File: config.mk
export PLATFORM = sky130hd
export DESIGN_NAME = lutseq_phase_gen
export DESIGN_NICKNAME = d
export VERILOG_FILES = /design/src/rtl/lutseq_pkg.sv /design/src/rtl/lutseq_rst_sync.sv /design/src/rtl/lutseq_slot_ctr.sv /design/src/rtl/lutseq_phase_map.sv /design/src/rtl/lutseq_phase_gen.sv
export SDC_FILE = /design/constraint.sdc
export NUM_CORES = 1
export LEC_CHECK = 0
export CAP_MARGIN = 20
export CORE_UTILIZATION = 50
export CTS_BUF_LIST = sky130_fd_sc_hd__clkbuf_4
export CTS_CLUSTER_DIAMETER = 150
export DETAILED_ROUTE_END_ITERATION = 10
export DONT_BUFFER_PORTS = 1
export PLACE_DENSITY_LB_ADDON = 0.15
export SYNTH_ARGS = -nofsm -noshare
export SYNTH_HDL_FRONTEND = slang
export SYNTH_SLANG_ARGS = --single-unit
File: constraint.sdc
create_clock -name clk_i -period 5.5 [get_ports clk_i]
set_clock_uncertainty 0.05 [all_clocks]
set_input_delay 1.1 -clock clk_i [delete_from_list [all_inputs] [get_ports clk_i]]
set_output_delay 1.1 -clock clk_i [all_outputs]
set_load 0.01 [all_outputs]
File: src/rtl/lutseq_pkg.sv
package lutseq_pkg;

  typedef enum logic [1:0] {
    TOPO_FULL    = 2'b00,
    TOPO_HALF    = 2'b01,
    TOPO_QUARTER = 2'b10,
    TOPO_ALT     = 2'b11
  } topo_e;

  // Active phases per I/O cycle for a topology and a stage count.
  function automatic int unsigned phase_count(topo_e t, int unsigned n);
    case (t)
      TOPO_HALF:    return n >> 1;
      TOPO_QUARTER: return n >> 2;
      default:      return n;
    endcase
  endfunction

endpackage

File: src/rtl/lutseq_rst_sync.sv
module lutseq_rst_sync #(
  parameter int unsigned DEPTH = 2
) (
  input  logic clk_i,
  input  logic rst_ni,
  output logic rst_no
);

  logic [DEPTH-1:0] sh_q;
  logic [DEPTH-1:0] sh_d;

  always_comb begin
    sh_d = {sh_q[DEPTH-2:0], 1'b1};
  end

  always_ff @(posedge clk_i or negedge rst_ni) begin
    if (!rst_ni) sh_q <= '0;
    else         sh_q <= sh_d;
  end

  assign rst_no = sh_q[DEPTH-1];

endmodule

File: src/rtl/lutseq_slot_ctr.sv
module lutseq_slot_ctr
  import lutseq_pkg::*;
#(
  parameter int unsigned NUM_STAGES = 8,
  localparam int unsigned CNT_W = $clog2(NUM_STAGES + 1)
) (
  input  logic             clk_i,
  input  logic             rst_ni,
  input  logic             sync_i,
  input  topo_e            topo_i,
  output logic [CNT_W-1:0] slot_o,
  output logic             run_o,
  output topo_e            topo_o,
  output logic             misalign_o
);

  logic [CNT_W-1:0] slot_q, slot_d;
  logic             run_q, run_d;
  logic             mis_q, mis_d;
  topo_e            topo_q, topo_d;
  logic [CNT_W-1:0] idle_slot;
  logic             at_idle;
  logic             slot_en;

  // The idle slot index equals the active phase count.
  assign idle_slot = CNT_W'(phase_count(topo_q, NUM_STAGES));
  assign at_idle   = (slot_q == idle_slot);
  assign slot_en   = sync_i | run_q;

  always_comb begin
    slot_d = slot_q;
    run_d  = run_q;
    mis_d  = mis_q;
    topo_d = topo_q;
    if (sync_i) begin
      mis_d  = mis_q | (run_q & ~at_idle);
      run_d  = 1'b1;
      slot_d = '0;
      topo_d = topo_i;
    end else if (run_q) begin
      slot_d = at_idle ? '0 : slot_q + 1'b1;
    end
  end

  always_ff @(posedge clk_i or negedge rst_ni) begin
    if (!rst_ni) begin
      slot_q <= '0;
      run_q  <= 1'b0;
      mis_q  <= 1'b0;
      topo_q <= TOPO_FULL;
    end else if (slot_en) begin
      slot_q <= slot_d;
      run_q  <= run_d;
      mis_q  <= mis_d;
      topo_q <= topo_d;
    end
  end

  assign slot_o     = slot_q;
  assign run_o      = run_q;
  assign topo_o     = topo_q;
  assign misalign_o = mis_q;

endmodule

File: src/rtl/lutseq_phase_map.sv
module lutseq_phase_map
  import lutseq_pkg::*;
#(
  parameter int unsigned NUM_STAGES = 8,
  localparam int unsigned CNT_W = $clog2(NUM_STAGES + 1),
  localparam int unsigned IDX_W = $clog2(NUM_STAGES)
) (
  input  logic [CNT_W-1:0]      slot_i,
  input  logic                  run_i,
  input  topo_e                 topo_i,
  output logic [NUM_STAGES-1:0] phase_o,
  output logic [NUM_STAGES-1:0] stage_en_o
);

  logic [CNT_W-1:0] nphase;
  logic [IDX_W-1:0] loop_mask;

  assign nphase    = CNT_W'(phase_count(topo_i, NUM_STAGES));
  assign loop_mask = IDX_W'(phase_count(topo_i, NUM_STAGES) - 1);

  // One decoder per phase; slots at or above the phase count stay dark.
  for (genvar k = 0; k < NUM_STAGES; k++) begin : g_phase
    assign phase_o[k] = run_i && (slot_i == CNT_W'(k)) && (CNT_W'(k) < nphase);
  end

  // Stage s follows phase (s mod P); P is a power of two.
  for (genvar s = 0; s < NUM_STAGES; s++) begin : g_stage
    logic [IDX_W-1:0] src;
    assign src           = IDX_W'(s) & loop_mask;
    assign stage_en_o[s] = phase_o[src];
  end

endmodule

File: src/rtl/lutseq_phase_gen.sv
module lutseq_phase_gen
  import lutseq_pkg::*;
#(
  parameter int unsigned NUM_STAGES = 8,
  parameter int unsigned RST_SYNC_DEPTH = 2,
  localparam int unsigned CNT_W = $clog2(NUM_STAGES + 1)
) (
  input  logic                  clk_i,
  input  logic                  rst_ni,
  input  logic                  sync_i,
  input  logic [1:0]            topo_i,
  output logic [NUM_STAGES-1:0] phase_o,
  output logic [NUM_STAGES-1:0] stage_en_o,
  output logic [NUM_STAGES-1:0] capture_o,
  output logic                  misalign_o
);

  logic                  rst_int_n;
  logic [CNT_W-1:0]      slot;
  logic                  run;
  topo_e                 topo_act;
  logic [NUM_STAGES-1:0] cap_q, cap_d;

  lutseq_rst_sync #(.DEPTH(RST_SYNC_DEPTH)) u_rst (
    .clk_i  (clk_i),
    .rst_ni (rst_ni),
    .rst_no (rst_int_n)
  );

  lutseq_slot_ctr #(.NUM_STAGES(NUM_STAGES)) u_ctr (
    .clk_i      (clk_i),
    .rst_ni     (rst_int_n),
    .sync_i     (sync_i),
    .topo_i     (topo_e'(topo_i)),
    .slot_o     (slot),
    .run_o      (run),
    .topo_o     (topo_act),
    .misalign_o (misalign_o)
  );

  lutseq_phase_map #(.NUM_STAGES(NUM_STAGES)) u_map (
    .slot_i     (slot),
    .run_i      (run),
    .topo_i     (topo_act),
    .phase_o    (phase_o),
    .stage_en_o (stage_en_o)
  );

  // Capture strobe marks the end of each stage's evaluate slot.
  always_comb begin
    cap_d = stage_en_o;
  end

  always_ff @(posedge clk_i or negedge rst_int_n) begin
    if (!rst_int_n) cap_q <= '0;
    else            cap_q <= cap_d;
  end

  assign capture_o = cap_q;

endmodule

==> results_dict.tcl, run 1 <==
set metrics [dict create \
    grt_pass1_wl_mm 2.79 \
    fp.coreArea_mm2 0.00176 \
    drcViolationCount 0 \
    wl_mm 1.67 \
    viasPerCell 5.63 \
    rows 15 \
    gr-total-overflow 0 \
    syn_inst 92 \
    tns_ns 0 \
    clkTransAtPathRegs_ns 0.10 \
    p_leak_nw 0.463 \
    ys_types 35 \
    antenna_found_initial 0 \
    relSlewSlack 0.572 \
    required_ns 4.35 \
    path_cells "inv_1 > ha_1 > or3_1 > a211oi_2 > a22o_2" \
    die_x_um 45.9 \
    hp-class "register to asynchronous set/reset pin" \
    clock_path_buffers 2 \
    timing_hold_violations_final 0 \
    stdcell_count 115 \
    vdd_drop_max_v 0.000145 \
    synth_area_um2 963 \
    n_fill_cell 175 \
    dr.pass1.iters 4 \
    routabilityCongestion 0.833 \
    grt_pass1_vias 627 \
    cts_sinks 18 \
    synth_adder_area_share 0.0909 \
    dp_hpwl_mm 1.25 \
    cts-resized-gates 0 \
    synth-compound-area-share 0.127 \
    start_util 0.546 \
    root_buffer "clkbuf_4" \
    synth_top_family_by_area "simple AND/OR/NAND/NOR gates" \
    end_kind "primary output" \
    ys_ff_latch 18 \
    p_total_uw 317 \
    crit_fanout 5 \
    io_pins 30 \
    yosys_warnings 0 \
    seq_area_um2 450 \
    path_class "register to primary output" \
    cap_violations 0 \
    synth_xor_xnor_area_share 0.0273 \
    crit_arrival_ns 1.89 \
    syn-num-nets 104 \
    grt_max_degree 17 \
    period_minus_slack_ns 3.04 \
    clk_latency_ns 0.29 \
    avgRoutedWirePerCell_um 14.5 \
    fin_util 0.560 \
    die_y_um 45.9 \
    critPathSlowestCell "dfrtp_1" \
    grt_usage 0.196 \
    rsz0062_at_grt "false" \
    drv_slew 0 \
    min_period_over_period 0.554 \
    port_buffers 0 \
    power.density_mw_per_mm2 321 \
    die-area_mm2 0.00211 \
    diodes 0 \
    synthMuxAreaShare 0.0104 \
    yosysSeqAreaShare 0.468 \
    ant_nets 0 \
    cpPeakStageDelay_ns 0.36 \
    worst_setup_path_start_kind "register" \
    avgSynthCellArea_um2 10.5 \
    area_delta_synth_final_pct 2.47 \
    fmax_ghz 0.328 \
    cts_tree "done" \
    htree_num_levels 1 \
    postCtsSetupRepairBufs 0 \
    num_vias 647 \
    drive_gt1_frac 0.0889 \
    synth-simple-area-share 0.222 \
    setup_violations 0 \
    tightest_slew_ns 0.642 \
    cts-hold-fix-buffers 0 \
    dp.cells 111 \
    fin_nets 103 \
    multi_input_area_um2 464 \
    cts_buffers 3 \
    outcome "finished clean" \
    drtIter0Drc 15 \
]
## registers in the layout (all words and copies together), names as in the netlist
name,cells
capture_o,8
u_ctr.misalign_o,1
u_ctr.run_o,1
u_ctr.slot_o,4
u_ctr.topo_o,2
u_rst.sh_q,2
## per-stage QoR
step                hold slack (ns)  worst slack (ns)  cell area, µm²
global route                  0.284              2.29             987
global placement              0.234              2.81             961
floorplan                     0.150              2.87             963
finish                        0.216              2.46             987
CTS                           0.248              2.44             987
detailed placement            0.242              2.79             961
## path summary, 6_finish.rpt
kind / slack [ns] / to / startpoint / depth (start not counted)
max in group asynchronous: 4.77 / capture_o[0] / u_rst.sh_q[1] / 0
min in group clk_i: 0.31 / u_rst.sh_q[1] / u_rst.sh_q[0] / 0
hold / removal: 0.22 / u_ctr.slot_o[3] / u_rst.sh_q[1] / 0
setup reg to reg: 3.73 / u_ctr.slot_o[1] / u_ctr.topo_o[0] / 5
setup / recovery: 2.46 / stage_en_o[7] / u_ctr.topo_o[0] / 5
hold reg to reg: 0.22 / u_ctr.slot_o[3] / u_rst.sh_q[1] / 0
## report_power, final
part	internal (mW)	switching, mW	leakage [nW]
clock network	0.0264	0.0398	0.0154
registers	0.150	0.0205	0.225
logic	0.0292	0.0510	0.223
total	0.206	0.111	0.463
## layout by cell type, fill, tap and decap left out, types with 2 or more instances in the layout
| master | n |
|---|---|
| nor3b_1 | 2 |
| a22o_2 | 2 |
| ha_1 | 7 |
| nor3_1 | 2 |
| a21oi_1 | 3 |
| o32ai_1 | 2 |
| nand3b_1 | 2 |
| nor4b_1 | 2 |
| nand2_1 | 6 |
| o21ai_0 | 2 |
| and3_1 | 4 |
| nor2_1 | 4 |
| clkbuf_4 | 3 |
| nand2b_1 | 4 |
| nor2b_1 | 2 |
| and2_1 | 3 |
| inv_1 | 4 |
| xor2_1 | 3 |
| dfrtp_1 | 18 |
## cells in the mapped netlist (all sizes together)
library cell,number,share of area
dfrtp,18,0.47
ha,7,0.091
nand2,6,0.023
buf,5,0.031
and3,4,0.026
inv,4,0.016
nand2b,4,0.026
nor2,4,0.016
a21oi,3,0.016
and2,3,0.019
xor2,3,0.027
a22o,2,0.021
nand3b,2,0.016
nor2b,2,0.013
nor3,2,0.010
nor3b,2,0.016
nor4b,2,0.018
o21ai,2,0.010
o32ai,2,0.018
a211oi,1,0.013
a22oi,1,0.0078
clkbuf,1,0.0039
conb,1,0.0039
mux2i,1,0.010
nand3,1,0.0052
nor4,1,0.013
o211a,1,0.010
o21a,1,0.0078
o21bai,1,0.0078
o22ai,1,0.0065
o311ai,1,0.0091
or2,1,0.0065
or2b,1,0.0078
or3,1,0.0065
## worst max-delay path, delay by kind of cell (launching register included)
kind	cells	cell delay, ns
and+or+nand+nor	1	0.34
adders and majority gates	1	0.35
DFF	1	0.36
AOI/OAI and AO/OA	2	0.48
buffers and inverters	1	0.07
## layer usage
| layer | wire (µm) | GRT usage | vias up |
|---|---|---|---|
| met5 | 0 | 0 | - |
| met4 | 21 | 0.129 | 0 |
| met3 | 77 | 0.0556 | 2 |
| met1 | 745 | 0.231 | 312 |
| met2 | 823 | 0.307 | 18 |
| li1 | - | - | 315 |
## logic make-up after synthesis
logic type      count (synthesis)
simple gates                   36
flops                          18
compound gates                 16
buf+inv                        10
fa+ha+maj                       7
xor+xnor                        3
other cells                     1
mux                             1
## cell type report
| type | count | area share |
|---|---|---|
| clock buffer | 3 | 0.0228 |
| clock inverter | 1 | 0.00380 |
| inverter | 4 | 0.0152 |
| multi-input combinational | 64 | 0.470 |
| sequential | 18 | 0.456 |
| tap | 25 | 0.0317 |
(Power assumes the default switching activity.)
==> inputs of run 2 (changes only) <==
Clock period 5.5 ns to 2.9 ns, I/O delays scaled along.
==> results_dict.tcl, run 2 (synthesized netlist as in run 1, its figures left out) <==
set metrics [dict create \
    outcome "finished clean" \
    clkTransAtPathRegs_ns 0.10 \
    rows 15 \
    timing_hold_violations_final 0 \
    end_kind "primary output" \
    die_y_um 45.9 \
    timing.critical_path.buf_inv 1 \
    vdd_drop_max_v 0.000266 \
    path_class "register to primary output" \
    io_pins 30 \
    cpPeakStageDelay_ns 0.36 \
    setup_violations 0 \
    required_ns 2.27 \
    drv_slew 0 \
    cts_tree "done" \
    fp.coreArea_mm2 0.00176 \
    die-area_mm2 0.00211 \
    ant_nets 0 \
    area_delta_synth_final_pct 3.51 \
    dr.pass1.iters 4 \
    routabilityCongestion 0.833 \
    relSlewSlack 0.583 \
    drtIter0Drc 13 \
    grt_pass1_wl_mm 2.79 \
    worst_setup_path_start_kind "register" \
    p_leak_nw 0.467 \
    clk_latency_ns 0.29 \
    diodes 0 \
    largest_reg_flops 8 \
    drive_gt1_frac 0.0879 \
    num_vias 656 \
    hp-class "register to asynchronous set/reset pin" \
    avgRoutedWirePerCell_um 14.4 \
    cts_sinks 18 \
    grt_pass1_vias 636 \
    wl_mm 1.67 \
    postCtsSetupRepairBufs 0 \
    tightest_slew_ns 0.626 \
    path_cells "inv_1 > ha_1 > or3_1 > a211oi_2 > a22o_2" \
    grt_usage 0.190 \
    dp_hpwl_mm 1.25 \
    antenna_found_initial 0 \
    drcViolationCount 0 \
    clock_path_buffers 2 \
    grt_max_degree 17 \
    gr-total-overflow 0 \
    tns_ns 0 \
    hold_ws_ns 0.213 \
    stdcell_count 116 \
    htree_num_levels 1 \
    fin_nets 104 \
    cts_buffers 3 \
    fmax_ghz 0.394 \
    start_util 0.546 \
    crit_fanout 5 \
    min_period_over_period 0.875 \
    root_buffer "clkbuf_4" \
    cts-hold-fix-buffers 1 \
    port_buffers 0 \
    cpLargestDelayFamily "compound AO/OA/AOI/OAI gates" \
    die_x_um 45.9 \
    period_minus_slack_ns 2.54 \
    final_common_cell "dfrtp_1" \
    critPathSlowestCell "dfrtp_1" \
    cap_violations 0 \
    crit_arrival_ns 1.91 \
    cts-resized-gates 0 \
    rsz0062_at_grt "false" \
    power.density_mw_per_mm2 607 \
    dp.cells 111 \
    viasPerCell 5.66 \
    mostFrequentLayoutCells "18 x dfrtp_1, 7 x ha_1, 6 x nand2_1" \
]
==> run 2: cell types whose count changed in the layout (fill, tap and decap cells not counted), sizes merged <==
cell         change
dlygate4sd3      +1
==> run 2: layer usage <==
metal  track usage  share of wire  vias to the layer above
li1              -              -                      315
met1         0.234           0.43                      317
met2         0.301           0.49                       22
met3        0.0437          0.057                        2
met4         0.112          0.013                        0
met5             0              0                        -
==> run 2: layout make-up <==
class / count / area, µm²
clock inverters: 1 / 3.75
inverters: 4 / 15.0
repair buffers: 1 / 10.0
clock buffers: 3 / 22.5
multi-input cells: 64 / 464
fillers: 179 / 767
well taps: 25 / 31.3
flip-flops and latches: 18 / 450
==> run 2: path summary, 6_finish.rpt <==
path                            startpoint              end  slack [ns]  cells past startpoint
setup / recovery           u_ctr.topo_o[0]    stage_en_o[6]        0.36                      5
hold / removal               u_rst.sh_q[1]     capture_o[7]        0.21                      0
setup reg to reg           u_ctr.topo_o[0]  u_ctr.slot_o[1]        1.10                      5
hold reg to reg              u_rst.sh_q[1]     capture_o[7]        0.21                      0
max in group asynchronous    u_rst.sh_q[1]  u_ctr.slot_o[2]        2.19                      0
min in group clk_i                  sync_i  u_ctr.slot_o[0]        0.28                      1
==> run 2: power breakdown <==
| part | internal, mW | switching (mW) | total [mW] |
|---|---|---|---|
| logic | 0.0566 | 0.0973 | 0.154 |
| clock network | 0.0500 | 0.0779 | 0.128 |
| registers | 0.284 | 0.0386 | 0.323 |
==> run 2: stage by stage <==
stage,area [µm²],power [mW],util,setup WS (ns)
floorplan,963,0.464,-,0.786
global placement,961,0.480,0.545,0.727
detailed placement,961,0.484,0.545,0.682
CTS,997,0.611,0.565,0.351
global route,997,0.648,0.565,0.210
finish,997,0.605,0.565,0.362
==> inputs of run 3 (changes only) <==
Settings changed: PLACE_DENSITY set to 0.75, PLACE_DENSITY_LB_ADDON 0.15 to not set.
==> results_dict.tcl, run 3 (synthesized netlist as in run 1, its figures left out) <==
set metrics [dict create \
    tns_ns 0 \
    root_buffer "clkbuf_4" \
    avgRoutedWirePerCell_um 14.6 \
    placed_area_um2 961 \
    fmax_ghz 0.394 \
    clock_path_buffers 2 \
    port_buffers 0 \
    rows 15 \
    area_delta_synth_final_pct 3.12 \
    final_cell_area_um2 993 \
    cap_violations 0 \
    routabilityCongestion 0.895 \
    fin_nets 104 \
    cts_buffers 3 \
    wl_mm 1.67 \
    dp_hpwl_mm 1.27 \
    worst_setup_path_start_kind "register" \
    required_ns 2.27 \
    grt_pass1_vias 686 \
    crit_arrival_ns 1.91 \
    power.density_mw_per_mm2 604 \
    die_y_um 45.9 \
    cts_sinks 18 \
    grt_usage 0.190 \
    path_class "register to primary output" \
    rsz0062_at_grt "false" \
    htree_num_levels 1 \
    mostFrequentLayoutCells "18 x dfrtp_1, 7 x ha_1, 6 x nand2_1" \
    ant_nets 0 \
    timing_hold_violations_final 0 \
    diodes 0 \
    die_x_um 45.9 \
    clkTransAtPathRegs_ns 0.10 \
    clk_latency_ns 0.29 \
    setup_violations 0 \
    outcome "finished clean" \
    cts-resized-gates 0 \
    p_leak_nw 0.466 \
    period_minus_slack_ns 2.54 \
    drv_slew 0 \
    relSlewSlack 0.586 \
    num_vias 660 \
    grt_pass1_wl_mm 2.86 \
    grt_max_degree 17 \
    min_period_over_period 0.874 \
    fin_util 0.563 \
    die-area_mm2 0.00211 \
    vdd_drop_max_v 0.000235 \
    final_common_cell "dfrtp_1" \
    viasPerCell 5.74 \
    antenna_found_initial 0 \
    fp.coreArea_mm2 0.00176 \
    largest_reg_flops 8 \
    dr.pass1.iters 4 \
    drive_gt1_frac 0.0889 \
    drcViolationCount 0 \
    hp-class "register to asynchronous set/reset pin" \
    io_pins 30 \
    drtIter0Drc 13 \
    crit_fanout 5 \
    end_kind "primary output" \
    tightest_slew_ns 0.621 \
    start_util 0.546 \
    cts_tree "done" \
    gr-total-overflow 0 \
]
run 3: path summary, 6_finish.rpt:
check	startpoint	endpoint	slack [ns]	depth (start not counted)
worst max-delay path	u_ctr.topo_o[0]	stage_en_o[7]	0.36	5
worst min-delay path	u_rst.sh_q[1]	capture_o[3]	0.21	0
worst max register to register	u_ctr.topo_o[0]	u_ctr.slot_o[1]	1.12	5
worst min register to register	u_rst.sh_q[1]	capture_o[3]	0.21	0
max in group asynchronous	u_rst.sh_q[1]	u_ctr.topo_o[1]	2.19	0
min in group clk_i	sync_i	u_ctr.slot_o[0]	0.29	1
run 3: final cells by class:
cell class                 count  area [µm²]
multi-input combinational     64         464
timing repair buffer           1        10.0
clock buffer                   3        22.5
tap                           25        31.3
fill                         171         771
inverter                       4        15.0
sequential                    18         450
run 3: stage by stage:
stage          cells  setup slack [ns]  power, mW  hold WS [ns]
2_1_floorplan     92             0.786      0.464         0.150
3_3_place_gp     111             0.734      0.477         0.231
3_5_place_dp     111             0.688      0.484         0.234
4_1_cts          115             0.348      0.609         0.250
5_1_grt          115             0.257      0.644         0.277
6_report         115             0.365      0.600         0.209
run 3: routing by layer:
layer,wire length (µm),track usage,up-vias
met5,0,0,-
met4,4,0.112,0
met3,100,0.0397,2
met2,823,0.296,22
met1,747,0.241,323
li1,-,-,313
run 3: worst max-delay path, stage by stage, from the launching register on:
cell      delay, ns
dfrtp_1        0.36
inv_1          0.07
ha_1           0.36
or3_1          0.34
a211oi_2       0.26
a22o_2         0.22
run 3: repair_timing:
item,in CTS,in global routing
setup buffers,0,0
endpoints found under the hold margin,2,0
hold buffers,1,0
run 3: report_power, final:
group          internal [mW]  switching [mW]
Combinational         0.0564          0.0972
Clock                 0.0483          0.0749
Sequential             0.284          0.0388
Total                  0.389           0.211
